$ cat config.mk
export PLATFORM = sky130hd
export DESIGN_NAME = adm_ctl
export DESIGN_NICKNAME = d
export VERILOG_FILES = /design/src/rtl/adm_pkg.sv /design/src/rtl/adm_demand.sv /design/src/rtl/adm_slot_table.sv /design/src/rtl/adm_ctl.sv
export SDC_FILE = /design/constraint.sdc
export NUM_CORES = 2
export LEC_CHECK = 0
export BUFFER_PORTS_ARGS = -buffer_cell sky130_fd_sc_hd__buf_2
export CAP_MARGIN = 20
export CORE_ASPECT_RATIO = 2
export CORE_MARGIN = 8
export CORE_UTILIZATION = 36
export CTS_CLUSTER_SIZE = 25
export DETAILED_ROUTE_END_ITERATION = 10
export MAX_ROUTING_LAYER = met4
export PLACE_DENSITY = 0.5
export SYNTH_ARGS = -nofsm -noshare
export SYNTH_HDL_FRONTEND = slang
export SYNTH_HIERARCHICAL = 1
export SYNTH_SLANG_ARGS = --single-unit
$ cat constraint.sdc
create_clock -name clk -period 18.4 [get_ports clk]
set_input_delay 1.84 -clock clk [delete_from_list [all_inputs] [get_ports clk]]
set_output_delay 1.84 -clock clk [all_outputs]
set_load 0.02 [all_outputs]
$ cat src/rtl/adm_pkg.sv
package adm_pkg;
  // Warp slots consumed by a block: a partial trailing warp still costs a slot.
  function automatic int adm_warps_for(input int threads, input int warp_size);
    return (threads + warp_size - 1) / warp_size;
  endfunction

  // Registers consumed by a block.
  function automatic int adm_regs_for(input int threads, input int regs_per_thread);
    return threads * regs_per_thread;
  endfunction

  // A thread count that can be admitted at all.
  function automatic bit adm_threads_ok(input int threads, input int max_threads);
    return (threads != 0) && (threads <= max_threads);
  endfunction
endpackage

$ cat src/rtl/adm_demand.sv
module adm_demand
  import adm_pkg::*;
#(
  parameter int WARP_SIZE   = 32,
  parameter int MAX_THREADS = 1024,
  parameter int TW          = 11,
  parameter int RPT_W       = 8,
  parameter int WARP_CW     = 7,
  parameter int REG_DW      = 19
) (
  input  logic [TW-1:0]      threads,
  input  logic [RPT_W-1:0]   regs_per_thread,
  output logic [WARP_CW-1:0] need_warps,
  output logic [REG_DW-1:0]  need_regs,
  output logic               malformed
);
  always_comb begin
    need_warps = WARP_CW'(adm_warps_for(int'(threads), WARP_SIZE));
    need_regs  = REG_DW'(adm_regs_for(int'(threads), int'(regs_per_thread)));
    malformed  = !adm_threads_ok(int'(threads), MAX_THREADS);
  end
endmodule

$ cat src/rtl/adm_slot_table.sv
module adm_slot_table #(
  parameter int NUM_SLOTS = 16,
  parameter int SLOT_W    = 4,
  parameter int WARP_CW   = 7,
  parameter int REG_CW    = 17,
  parameter int SMEM_CW   = 17
) (
  input  logic               clk,
  input  logic               rst_n,
  input  logic               alloc,
  input  logic [WARP_CW-1:0] alloc_warps,
  input  logic [REG_CW-1:0]  alloc_regs,
  input  logic [SMEM_CW-1:0] alloc_smem,
  input  logic               done_valid,
  input  logic [SLOT_W-1:0]  done_slot,
  output logic [SLOT_W-1:0]  free_idx,
  output logic               any_free,
  output logic               ret_valid,
  output logic [WARP_CW-1:0] ret_warps,
  output logic [REG_CW-1:0]  ret_regs,
  output logic [SMEM_CW-1:0] ret_smem
);
  logic [NUM_SLOTS-1:0] occ;
  logic [WARP_CW-1:0]   rec_w [NUM_SLOTS];
  logic [REG_CW-1:0]    rec_r [NUM_SLOTS];
  logic [SMEM_CW-1:0]   rec_s [NUM_SLOTS];

  // Lowest free slot wins.
  always_comb begin
    free_idx = '0;
    any_free = 1'b0;
    for (int i = NUM_SLOTS - 1; i >= 0; i--) begin
      if (!occ[i]) begin
        free_idx = SLOT_W'(i);
        any_free = 1'b1;
      end
    end
  end

  assign ret_valid = done_valid && occ[done_slot];
  assign ret_warps = rec_w[done_slot];
  assign ret_regs  = rec_r[done_slot];
  assign ret_smem  = rec_s[done_slot];

  for (genvar g = 0; g < NUM_SLOTS; g++) begin : g_slot
    logic               v_q;
    logic [WARP_CW-1:0] w_q;
    logic [REG_CW-1:0]  r_q;
    logic [SMEM_CW-1:0] s_q;
    logic               take;
    logic               give;
    assign take = alloc && any_free && (free_idx == SLOT_W'(g));
    assign give = ret_valid && (done_slot == SLOT_W'(g));
    always_ff @(posedge clk) begin
      if (!rst_n) begin
        v_q <= 1'b0;
        w_q <= '0;
        r_q <= '0;
        s_q <= '0;
      end else if (take) begin
        v_q <= 1'b1;
        w_q <= alloc_warps;
        r_q <= alloc_regs;
        s_q <= alloc_smem;
      end else if (give) begin
        v_q <= 1'b0;
      end
    end
    assign occ[g]   = v_q;
    assign rec_w[g] = w_q;
    assign rec_r[g] = r_q;
    assign rec_s[g] = s_q;
  end
endmodule

$ cat src/rtl/adm_ctl.sv
module adm_ctl #(
  parameter int WARP_SIZE   = 32,
  parameter int MAX_WARPS   = 64,
  parameter int NUM_SLOTS   = 16,
  parameter int REG_FILE    = 65536,
  parameter int SMEM_BYTES  = 65536,
  parameter int MAX_THREADS = 1024,
  parameter int TW          = 11,
  parameter int RPT_W       = 8,
  parameter int KID_W       = 8,
  parameter int WARP_CW     = $clog2(MAX_WARPS + 1),
  parameter int REG_CW      = $clog2(REG_FILE + 1),
  parameter int SMEM_CW     = $clog2(SMEM_BYTES + 1),
  parameter int SLOT_W      = $clog2(NUM_SLOTS),
  parameter int SLOT_CW     = $clog2(NUM_SLOTS + 1)
) (
  input  logic               clk,
  input  logic               rst_n,
  input  logic               req_valid,
  input  logic [TW-1:0]      req_threads,
  input  logic [RPT_W-1:0]   req_regs_per_thread,
  input  logic [SMEM_CW-1:0] req_smem,
  input  logic [KID_W-1:0]   req_kernel,
  output logic               req_grant,
  output logic               req_error,
  output logic               req_wait,
  output logic [SLOT_W-1:0]  req_slot,
  input  logic               done_valid,
  input  logic [SLOT_W-1:0]  done_slot,
  output logic [WARP_CW-1:0] free_warps,
  output logic [REG_CW-1:0]  free_regs,
  output logic [SMEM_CW-1:0] free_smem,
  output logic [SLOT_CW-1:0] free_slots
);
  localparam int REG_DW = TW + RPT_W;

  logic [WARP_CW-1:0] need_warps;
  logic [REG_DW-1:0]  need_regs;
  logic               malformed;
  logic               any_free;
  logic               ret_valid;
  logic [WARP_CW-1:0] ret_warps;
  logic [REG_CW-1:0]  ret_regs;
  logic [SMEM_CW-1:0] ret_smem;
  logic [KID_W-1:0]   cur_kernel;
  logic               fit_warps, fit_regs, fit_smem, kernel_ok, all_fit;

  adm_demand #(
    .WARP_SIZE(WARP_SIZE), .MAX_THREADS(MAX_THREADS), .TW(TW),
    .RPT_W(RPT_W), .WARP_CW(WARP_CW), .REG_DW(REG_DW)
  ) u_demand (
    .threads(req_threads), .regs_per_thread(req_regs_per_thread),
    .need_warps(need_warps), .need_regs(need_regs), .malformed(malformed)
  );

  adm_slot_table #(
    .NUM_SLOTS(NUM_SLOTS), .SLOT_W(SLOT_W), .WARP_CW(WARP_CW),
    .REG_CW(REG_CW), .SMEM_CW(SMEM_CW)
  ) u_slots (
    .clk(clk), .rst_n(rst_n), .alloc(req_grant),
    .alloc_warps(need_warps), .alloc_regs(REG_CW'(need_regs)), .alloc_smem(req_smem),
    .done_valid(done_valid), .done_slot(done_slot),
    .free_idx(req_slot), .any_free(any_free),
    .ret_valid(ret_valid), .ret_warps(ret_warps), .ret_regs(ret_regs), .ret_smem(ret_smem)
  );

  // Admission decision: every pool must fit at once.
  assign fit_warps = need_warps <= free_warps;
  assign fit_regs  = need_regs <= REG_DW'(free_regs);
  assign fit_smem  = req_smem <= free_smem;
  assign kernel_ok = (free_slots == SLOT_CW'(NUM_SLOTS)) || (req_kernel == cur_kernel);
  assign all_fit   = fit_warps && fit_regs && fit_smem && any_free && kernel_ok;

  assign req_error = req_valid && malformed;
  assign req_grant = req_valid && !malformed && all_fit;
  assign req_wait  = req_valid && !malformed && !all_fit;

  always_ff @(posedge clk) begin
    if (!rst_n) begin
      free_warps <= WARP_CW'(MAX_WARPS);
      free_regs  <= REG_CW'(REG_FILE);
      free_smem  <= SMEM_CW'(SMEM_BYTES);
      free_slots <= SLOT_CW'(NUM_SLOTS);
      cur_kernel <= '0;
    end else begin
      free_warps <= free_warps - (req_grant ? need_warps : '0) + (ret_valid ? ret_warps : '0);
      free_regs  <= free_regs - (req_grant ? REG_CW'(need_regs) : '0) + (ret_valid ? ret_regs : '0);
      free_smem  <= free_smem - (req_grant ? req_smem : '0) + (ret_valid ? ret_smem : '0);
      free_slots <= free_slots - SLOT_CW'(req_grant) + SLOT_CW'(ret_valid);
      if (req_grant) cur_kernel <= req_kernel;
    end
  end

  // Pool never exceeds its capacity.
  assert_warp_bound_R1: assert property (@(posedge clk) disable iff (!rst_n)
    free_warps <= WARP_CW'(MAX_WARPS));
  assert_reg_bound_R2: assert property (@(posedge clk) disable iff (!rst_n)
    free_regs <= REG_CW'(REG_FILE));
  assert_outcome_excl_R3: assert property (@(posedge clk) disable iff (!rst_n)
    $onehot0({req_grant, req_error, req_wait}));
  assert_wait_holds_pools_R3: assert property (@(posedge clk) disable iff (!rst_n)
    req_wait && !ret_valid |=> $stable(free_warps) && $stable(free_regs) && $stable(free_smem));
  assert_grant_takes_slot_R4: assert property (@(posedge clk) disable iff (!rst_n)
    req_grant && !ret_valid |=> free_slots == $past(free_slots) - SLOT_CW'(1));
  assert_same_kernel_R5: assert property (@(posedge clk) disable iff (!rst_n)
    req_grant && free_slots != SLOT_CW'(NUM_SLOTS) |-> req_kernel == cur_kernel);
  assert_return_slot_R6: assert property (@(posedge clk) disable iff (!rst_n)
    ret_valid && !req_grant |=> free_slots == $past(free_slots) + SLOT_CW'(1));
  assert_error_no_alloc_R7: assert property (@(posedge clk) disable iff (!rst_n)
    req_error && !ret_valid |=> $stable(free_warps) && $stable(free_slots) && $stable(free_regs));
  assert_stray_done_R8: assert property (@(posedge clk) disable iff (!rst_n)
    done_valid && !ret_valid && !req_grant |=> $stable(free_slots) && $stable(free_warps));
endmodule

==> metrics.cfg <==
[power_and_ir_drop]
share_clk_of_total_power_pct = 30.0
cell_internal_pwr_mw = 3.27
power_density_nw_per_um2 = 121
power_leakage_nw = 16.7
seq_power_share_pct = 32.6
max_ir_drop_vdd_uv = 89.7
sw_frac_of_total_pct = 36.6
total_switching_power_mw = 1.89
combinationalPowerShare_pct = 37.4

[timing]
period_share_pct = 59.5
setup_total_negative_slack_ns = 0
slew_headroom_pct = 25.2
rsz0062_at_grt = no
timing.final.setup_violations = 0
final-hold-violation-count = 0
final-max-slew-violation-count = 0
worst_slew_pin_slew_ns = 1.12
fmaxAchievable_mhz = 91.3
finalClockSkew_ns = 0.0194
fin_crit_ns = 10.95

[yosys]
netlist_top_cells_area = dfxtp_1, mux2i_1, mux4_2
largest_family_of_logic_cells_by_synthesized_area = multiplexers
synth-seq-area-share_pct = 37.6
synth_top_flop_cell = dfxtp_1
synth_area_per_cell_sq_um = 10.0
synth_compound_gate_area_share_pct = 6.52
cell_taking_the_most_area_after_synthesis = dfxtp_1
yosys_warnings = 6
synth-async-reset-ratio_pct = 0
synth.lib_cells_used.distinct = 75
netlist_top_cells_count = nand2_1, dfxtp_1, mux2i_1
mappedNetlistNets = 4135
synth_top_area_share_pct = 37.6
synthAdderAreaFrac_pct = 8.93
ys_seq_elements = 726
post_synth_mux_area_share_pct = 25.2
mappedNetlistArea_sq_um = 38600
synth_simple_gate_area_share_pct = 14.8
synth_most_common_cell = nand2_1
synthCells = 3863
synth_edf_count = 0
xor_xnor_cell_area_share_of_the_yosys_netlist_pct = 1.43

[clock_tree]
clock_tree.htree_level_count = 3
clockBufferDepth = 3
clkTransAtPathRegs_ns = 0.06
tritoncts_clock_tree = built
cts_hold_buffers = 0
clk-insertion-delay-late_ns = 0.66
post_cts_resized = 0
cts_num_sinks = 726
cts-root-buf = clkbuf_16
cts_setup_buffers = 0
cts_inserted_buffers = 75

[floorplanning]
initial_core_utilization_pct = 36.2
rows = 170
die_width_microns = 248
die-area_sq_um = 119000
die_height_microns = 479
core_sq_um = 107000
floorplan.io_pins = 105

[drt]
vias = 27300
met3_wirelength_mm = 5.01
post-route-drc-count = 0
drt_iter0_drc = 1756
wl_per_cell_microns = 21.4
firstDrtPassIters = 4
viasPerCell = 5.23
detailroute.wirelength.met2_mm = 52.2
top_layer = met4
wl_met1_mm = 51.5
final_antenna_net_count = 0
route.final.wire_length_mm = 112

[min_path]
timing.hold.worst_path_depth = 2
holdCritPathClass = reg -> reg

[setup_path]
crit_path_frequent_cell = fa_1
timing.critical_path.to_type = register
setup.worst_path.class = in -> reg
worstSetupStartpointType = primary input
reg2reg_setup_slack_ns = 11.97
worstPathRequired_ns = 18.94
max_stage_delay_ns = 0.71
r2r_cells = 21
maximum_net_fanout_on_the_critical_path = 42
cp_slowest_cell = xnor2_1
critical_path_arrival_ns = 11.49

[finish]
final_nets = 4075
post-route-util_pct = 39.8
num-fill-cells = 10400
drive_above_1_share_pct = 13.5
flow.area_growth_from_synthesis_pct = 10.0

[outcome]
outcome = complete, no violations

[global_route]
gr-usage-all-layers_pct = 19.3
grt_pass1_wl_mm = 172
overflow = 0
grt_max_degree = 196
initial_antenna_violation_count = 2
grt_pass1_vias = 28100

[run]
cap_viol_max_count = 0

[place]
io_buffer_count = 104
place_hpwl_mm = 69.8
gpl.final_weighted_congestion = 0.819

through the flow:
stage | hold WS (ns) | worst slack (ns) | power (mW) | cells | area [sq um]
after CTS | 0.457 | 7.41 | 5.22 | 5229 | 42500
after detailed placement | 0.444 | 6.75 | 3.65 | 5101 | 40100
after global routing | 0.467 | 6.65 | 5.49 | 5230 | 42500
after floorplan | 0.432 | 8.32 | 3.12 | 3863 | 38600
after global placement | 0.438 | 6.87 | 3.63 | 5101 | 40100
final | 0.454 | 7.45 | 5.16 | 5232 | 42500
placed cells by master (no fill, tap or decap), drive strengths merged, types with 46 or more instances in the layout:
cell,Yosys,final
nand2,922,922
dfxtp,726,726
mux2i,500,500
mux4,210,210
inv,205,208
a21boi,181,181
buf,89,154
and2,137,137
ha,127,127
clkbuf,203,113
fa,93,93
nor2b,64,64
a21oi,50,50
nor2,49,49
xnor2,46,46
flip-flops by register name, indices dropped and copies added, names as in the netlist:
register / cells
u_slots/g_slot.v_q: 16
u_slots/g_slot.w_q: 112
cur_kernel: 8
free_smem: 17
free_regs: 17
u_slots/g_slot.s_q: 272
free_warps: 7
u_slots/g_slot.r_q: 272
free_slots: 5
per-layer routing:
metal,up-vias,track usage [%]
met3,150,3.04
met1,13700,25.4
met4,0,6.03
li1,13000,-
met5,-,-
met2,552,30.4
cells by family (layout without fill, tap and decap cells):
| group | after synthesis | count (layout) |
|---|---|---|
| xor gates and xnor gates | 63 | 63 |
| AOI/OAI and AO/OA | 358 | 358 |
| other | 0 | 2 |
| muxes | 710 | 710 |
| buffers and inverters | 497 | 488 |
| and+or+nand+nor | 1289 | 1289 |
| DFF | 726 | 726 |
| adders and majority gates | 220 | 220 |
power by group through the flow:
stage	clock (mW)	combinational [mW]	sequential, mW
6_report	1.55	1.93	1.68
5_1_grt	1.64	2.16	1.69
4_1_cts	1.59	1.95	1.68
3_5_place_dp	0	1.93	1.72
3_3_place_gp	0	1.91	1.72
2_1_floorplan	0	1.37	1.75
worst max-delay path, delay by kind of cell:
| family | cells | cell delay [ns] |
|---|---|---|
| adder cells (fa/ha/maj) | 8 | 3.49 |
| XOR/XNOR | 2 | 0.84 |
| buffers and inverters | 5 | 0.96 |
| AO/OA/AOI/OAI | 9 | 2.29 |
| AND/OR/NAND/NOR | 9 | 1.97 |
cell type report:
| cell class | count | area [sq um] | area share (%) |
|---|---|---|---|
| sequential | 726 | 14500 | 34.2 |
| clock buffer | 112 | 2210 | 5.19 |
| tap | 1376 | 1720 | 4.05 |
| multi-input combinational | 2640 | 22100 | 52.0 |
| inverter | 205 | 769 | 1.81 |
| clock inverter | 16 | 219 | 0.515 |
| antenna | 2 | 5.00 | 0.0118 |
| timing repair buffer | 155 | 967 | 2.27 |
path summary, 6_finish.rpt:
path / from / to
setup / recovery: req_threads[6] / free_smem[13]$_SDFF_PN0_
hold / removal: u_slots/g_slot[13].r_q[4]$_SDFFE_PN0P_ / u_slots/g_slot[13].r_q[4]$_SDFFE_PN0P_
setup reg to reg: free_smem[8]$_SDFF_PN0_ / free_smem[13]$_SDFF_PN0_
hold reg to reg: u_slots/g_slot[13].r_q[4]$_SDFFE_PN0P_ / u_slots/g_slot[13].r_q[4]$_SDFFE_PN0P_
No activity file was read; power rests on OpenSTA's default activity.
